[config.mk]
export PLATFORM = sky130hd
export DESIGN_NAME = seg_translator
export DESIGN_NICKNAME = d
export VERILOG_FILES = /design/src/rtl/seg_translator.sv
export SDC_FILE = /design/constraint.sdc
export NUM_CORES = 1
export LEC_CHECK = 0
export CAP_MARGIN = 40
export CORE_ASPECT_RATIO = 2
export CORE_UTILIZATION = 50
export CTS_CLUSTER_DIAMETER = 80
export CTS_CLUSTER_SIZE = 10
export DETAILED_ROUTE_END_ITERATION = 10
export PLACE_DENSITY = 0.68
export SLEW_MARGIN = 20
export SYNTH_ARGS = -nofsm -noshare
export SYNTH_HDL_FRONTEND = slang
export SYNTH_SLANG_ARGS = --single-unit
[constraint.sdc]
create_clock -name clk -period 6 [get_ports clk]
set_input_delay 0.9 -clock clk [delete_from_list [all_inputs] [get_ports clk]]
set_output_delay 0.9 -clock clk [all_outputs]
set_load 0.02 [all_outputs]
[src/rtl/seg_translator.sv]
module seg_translator #(
  parameter int ADDR_W    = 32,
  parameter int SEG_COUNT = 16,
  parameter int SEG_LSB   = 24
) (
  input  logic                         clk,
  input  logic                         rst_n,
  input  logic                         wr_en,
  input  logic [$clog2(SEG_COUNT)-1:0] wr_idx,
  input  logic [ADDR_W-1:0]            wr_base,
  input  logic                         req_valid,
  input  logic [ADDR_W-1:0]            req_addr,
  output logic                         rsp_valid,
  output logic [ADDR_W-1:0]            rsp_addr
);
  localparam int IDX_W = $clog2(SEG_COUNT);
  localparam int OFF_W = SEG_LSB;

  logic [ADDR_W-1:0] base_q [SEG_COUNT];
  logic [IDX_W-1:0]  seg;
  logic [ADDR_W-1:0] sel_base;
  logic [ADDR_W-1:0] offset;

  assign seg      = req_addr[SEG_LSB +: IDX_W];
  assign offset   = {{(ADDR_W-OFF_W){1'b0}}, req_addr[OFF_W-1:0]};
  assign sel_base = (wr_en && wr_idx == seg) ? wr_base : base_q[seg];

  always_ff @(posedge clk) begin
    if (!rst_n) begin
      for (int i = 0; i < SEG_COUNT; i++) base_q[i] <= '0;
    end else if (wr_en) begin
      base_q[wr_idx] <= wr_base;
    end
  end

  always_ff @(posedge clk) begin
    if (!rst_n) begin
      rsp_valid <= 1'b0;
      rsp_addr  <= '0;
    end else begin
      rsp_valid <= req_valid;
      if (req_valid) rsp_addr <= sel_base + offset;
    end
  end

  AST_VALID_FOLLOWS: assert property (@(posedge clk) disable iff (!rst_n)
    req_valid |=> rsp_valid);
  AST_NO_SPURIOUS_VALID: assert property (@(posedge clk) disable iff (!rst_n)
    !req_valid |=> !rsp_valid);
  AST_HOLD_IDLE: assert property (@(posedge clk) disable iff (!rst_n)
    !req_valid |=> $stable(rsp_addr));
  AST_FORWARD_WRITE: assert property (@(posedge clk) disable iff (!rst_n)
    (req_valid && wr_en && wr_idx == seg) |=>
      rsp_addr == $past(wr_base) + {{(ADDR_W-OFF_W){1'b0}}, $past(req_addr[OFF_W-1:0])});
endmodule

---- Word-level counts from Yosys, hierarchy flattened ----
Memory sizes are Yosys's and may differ from the RTL's.
Index checks and enable logic that the tools add are counted.
Widths: inputs -> output; s select.
word-level totals
  bits in registers ....................... 33
  memory bits (writable) .................. 512
  bits of input ports ..................... 72
  output and inout port bits .............. 33
  logic and storage cells ................. 15
  memories ................................ 1
cells by class
  add/sub/neg operators ................... 1
  eq/ne operators ......................... 1
  muxes and demuxes ....................... 8
  reductions and logical operators ........ 2
memories
  memory  words  width  rd ports  clocked after Yosys merged registers in  write ports  RTL line  source
  base_q  16     32     1         0                                        16           19        logic [ADDR_W-1:0] base_q [SEG_COUNT];
operator list
  operator           count
  $mux 32            2
  $add 32x24->32     1
  $reduce_or 32->1   1
  $mux 1             5
  $eq 4x4->1         1
  $mux 4             1
  $logic_and 1x1->1  1

---- Logic depth before layout (Yosys ltp) ----
Gate-level depths: netlist (run 1).
  depth after elaboration ................. 5
  gate-level depth with buffers ........... 19
  mapped depth without buffers ............ 16

---- Least setup slack after synthesis (run 1) ----
Ideal clock, no wire load.
  path type ............................... input-to-reg
  start ................................... input req_addr[24]
  end ..................................... register rsp_addr[27]
  setup time .............................. 62 ps
  data arrival time ....................... 5189 ps
  required time ........................... 5938 ps
  setup slack ............................. 749 ps
  stages .................................. 17
  buffers on the path ..................... 4
  cell sequence ........................... buf_4 buf_6 clkbuf_1 buf_2 mux4_2 mux4_2 mux2_2 ha_1 a21oi_1 nand2_1 a221o_1 o211a_1 o21ai_1 o2111ai_1 nor2b_1 or3_1 nand3_1
on the way
  longest elaborated chain between the ends .. 4
  elaborated cells on any way between the ends .. 5
  classes of those cells .................. add/sub (1); eq/ne (1); mux (1); reduce/logical (1); memory (1)
RTL lines
  what                                                                   RTL line  source
  start: declaration                                                     12        input logic [ADDR_W-1:0] req_addr,
  parallel branches: the longest is 2 deep, another holds $mem_v2 16x32  n/a
  $mux 32 *                                                              26        assign sel_base = (wr_en && wr_idx == seg) ? wr_base : base_q[seg];
  $add 32x24->32 *                                                       42        if (req_valid) rsp_addr <= sel_base + offset;
  end signal: assignment                                                 42
  end: declaration                                                       14        output logic [ADDR_W-1:0] rsp_addr
Every way passes the cells marked *.
A chain may end at the register's enable or synchronous reset.

---- Worst setup path in the final report (run 1) ----
Same ends and word-level chain as after synthesis.

==> flow_metrics.tcl, run 1 <==
set metrics [dict create \
    timing.critical_path.mode_cell "mux4_2" \
    multi_input_area_sq_mm 0.00922 \
    cts_resized 0 \
    max_cap_violations 0 \
    rsz0062_at_grt "no" \
    chipHeight_um 322 \
    crit_fanout 22 \
    post_cts_buffers 0 \
    die_w_um 162 \
    grt_use_total_pct 28.6 \
    fp.dieArea_sq_mm 0.0523 \
    yosysSeqAreaShare_pct 62.4 \
    grt_pass1_vias 16300 \
    grt_overflow 0 \
    ys_async_sr_fraction_pct 0 \
    dpl.hpwl_um 47400 \
    min_period_ps 5110 \
    drt_pass1_iterations 5 \
    tightest_slew_ps 894 \
    hold_slack_ps 466 \
    yosysTopAreaCell "edfxtp_1" \
    drt_iter0_markers 1351 \
    synth_cells 1685 \
    grt_max_degree 43 \
    ir_worst_vdd_v 0.000206 \
    crit_required_ps 6540 \
    timing.final.hold_violations 0 \
    fmax_mhz 196 \
    syn_nets 1782 \
    start_kind "primary input" \
    cp_slowest_cell "mux4_2" \
    initial_core_util_pct 50.6 \
    synthTopCellsByCount "edfxtp_1, and2_1, mux4_2" \
    status "finished clean" \
    core_sq_mm 0.0508 \
    slew_violations 0 \
    antenna_found_initial 1 \
    ant_nets 0 \
    regToRegSetupSlack_ps 1450 \
    dp_cells 2396 \
    drc 0 \
    setup_tns_ps 0 \
    synth_top_area_share_pct 59.9 \
    layout-drive-gt1-share_pct 20.9 \
    critPathCaptureType "register" \
    avgSynthCellArea_sq_um 15.2 \
    area_delta_synth_final_pct 16.4 \
    num_vias 15300 \
    relSlewSlack_pct 40.4 \
    htreeDepth 2 \
    synthDistinctLibCells 50 \
    setup_viol 0 \
    syn-cell-area_sq_mm 0.0257 \
    numCtsBuffers 60 \
    cts_root_buffer "clkbuf_16" \
    synth_edf_count 512 \
    skew_ps 13.1 \
    layout.nets 1902 \
    grt_pass1_wl_um 106000 \
    clk_pin_slew_ps 60 \
    seq_area_sq_mm 0.0160 \
    finalCritPeriodShare_pct 85.2 \
    row_count 117 \
    crit_arrival_ps 5660 \
    ioPinCount 105 \
    cp_cell_sequence "clkbuf_8, buf_12, mux4_2, mux4_2, mux2i_1, inv_1, ha_1, a21o_1, o21ai_0, a21oi_1, o211a_1, o21ai_1, o2111ai_1, nor2b_1, or3_1, nand3_1" \
    nFillCells 3784 \
    drt_wl_total_um 72300 \
    yosysMostFrequentCell "edfxtp_1" \
    ys.warnings.count 0 \
    wl_per_cell_um 28.8 \
    vias_per_cell 6.09 \
    crit_type "primary input to register" \
    synth_ff_type "edfxtp_1" \
    cts_tree "built" \
    cts_buffer_depth 3 \
    cts_hold_buf 0 \
    clock-sinks 545 \
    place.gp.congestion 0.894 \
    p_per_area_mw_per_mm2 302 \
    leakage_nw 10.4 \
    clock_latency_ps 610 \
    portBuffers 100 \
    max_stage_delay_ps 530 \
    pre_cts_ws_ps 360 \
    hp-class "register to register" \
    synth_area_leaders "edfxtp_1, mux4_2, and2_1" \
    timing.final.ws_setup_ps 887 \
    instances_no_fill 2510 \
    synth-seq-cells 545 \
]
[cell families (layout without fill, tap and decap cells)]
| kind of cell | Yosys count | after routing | synth area share, % |
|---|---|---|---|
| and+or+nand+nor | 635 | 635 | 14.8 |
| buffers and inverters | 155 | 325 | 2.42 |
| other | 0 | 1 | 0 |
| AOI/OAI and AO/OA | 89 | 89 | 2.21 |
| DFF | 545 | 545 | 62.4 |
| adders and majority gates | 25 | 25 | 1.25 |
| muxes | 208 | 208 | 15.9 |
| xor gates and xnor gates | 28 | 28 | 0.955 |
[cells in the final DEF, fill, tap and decap left out, types with 18 or more instances in the layout]
master             n
clkdlybuf4s50_1   94
nor3_1            25
edfxtp_1         512
mux4_2           158
ha_1              24
a21oi_1           23
dfxtp_1           33
nand2_1           18
and2_1           481
clkbuf_1          50
mux2i_1           24
clkbuf_16         61
mux2_2            26
nor2_1            32
buf_4             78
[report_power, final]
part | leakage, nW | switching (W) | internal, W | total [W]
registers | 5.16 | 0.0000740 | 0.00439 | 0.00447
clock network | 0.811 | 0.00145 | 0.00190 | 0.00335
logic | 4.48 | 0.000677 | 0.000550 | 0.00123
[final timing paths]
| check | cells past startpoint | from | to |
|---|---|---|---|
| max | 16 | req_addr[24] | rsp_addr[27]$_SDFFE_PN0P_ |
| min | 2 | rsp_addr[31]$_SDFFE_PN0P_ | rsp_addr[31]$_SDFFE_PN0P_ |
| max reg2reg | 13 | base_q[11][5]$_SDFFCE_PN0P_ | rsp_addr[26]$_SDFFE_PN0P_ |
| min reg2reg | 2 | rsp_addr[31]$_SDFFE_PN0P_ | rsp_addr[31]$_SDFFE_PN0P_ |
[area by class of cell]
class	count	area share (%)
diodes	1	0.00837
clock buffers	111	5.73
clock inverters	1	0.0251
inverters	13	0.163
multi-input cells	985	30.8
flip-flops and latches	545	53.6
well taps	654	2.74
repair buffers	200	6.85
[through the flow]
| stage | utilization [%] | area (sq um) | total power, W |
|---|---|---|---|
| after floorplan | - | 25700 | 0.00526 |
| after global placement | 54.7 | 27800 | 0.00571 |
| after detailed placement | 55.4 | 28200 | 0.00577 |
| after CTS | 58.8 | 29900 | 0.00906 |
| after global routing | 58.8 | 29900 | 0.00929 |
| final | 58.8 | 29900 | 0.00904 |
[metal layers]
metal	up-vias	GRT usage, %	part of all wire (%)
li1	6495	-	-
met1	7840	32.2	34
met2	723	52.0	54
met3	220	3.65	6.6
met4	2	15.6	5.7
met5	-	0	0.025
[flip-flops by register name, indices dropped and copies added (netlist names)]
signal	count
rsp_addr	32
rsp_valid	1
base_q	512
[worst max-delay path, delay by kind of cell]
kind	cells	cell delay (ps)
muxes	3	1250
AOI/OAI and AO/OA	6	1920
buffers and inverters	3	670
and+or+nand+nor	3	640
adders and majority gates	1	270
No activity file was read; power rests on OpenSTA's default activity.
==> run 2: changes to the inputs <==
--- a/config.mk
+++ b/config.mk
@@ -11,6 +11,7 @@
 export CTS_CLUSTER_DIAMETER = 80
 export CTS_CLUSTER_SIZE = 10
 export DETAILED_ROUTE_END_ITERATION = 10
+export GPL_TIMING_DRIVEN = 1
 export PLACE_DENSITY = 0.68
 export SLEW_MARGIN = 20
 export SYNTH_ARGS = -nofsm -noshare
==> results of run 2 <==
The final DEF is identical to that of run 1; final timing and power are the same.
==> run 3: changes to the inputs <==
--- a/config.mk
+++ b/config.mk
@@ -13,6 +13,7 @@
 export DETAILED_ROUTE_END_ITERATION = 10
 export GPL_TIMING_DRIVEN = 1
 export PLACE_DENSITY = 0.68
+export SETUP_SLACK_MARGIN = 0.5
 export SLEW_MARGIN = 20
 export SYNTH_ARGS = -nofsm -noshare
 export SYNTH_HDL_FRONTEND = slang
==> results of run 3 <==
The final DEF is identical to that of run 1; final timing and power are the same.
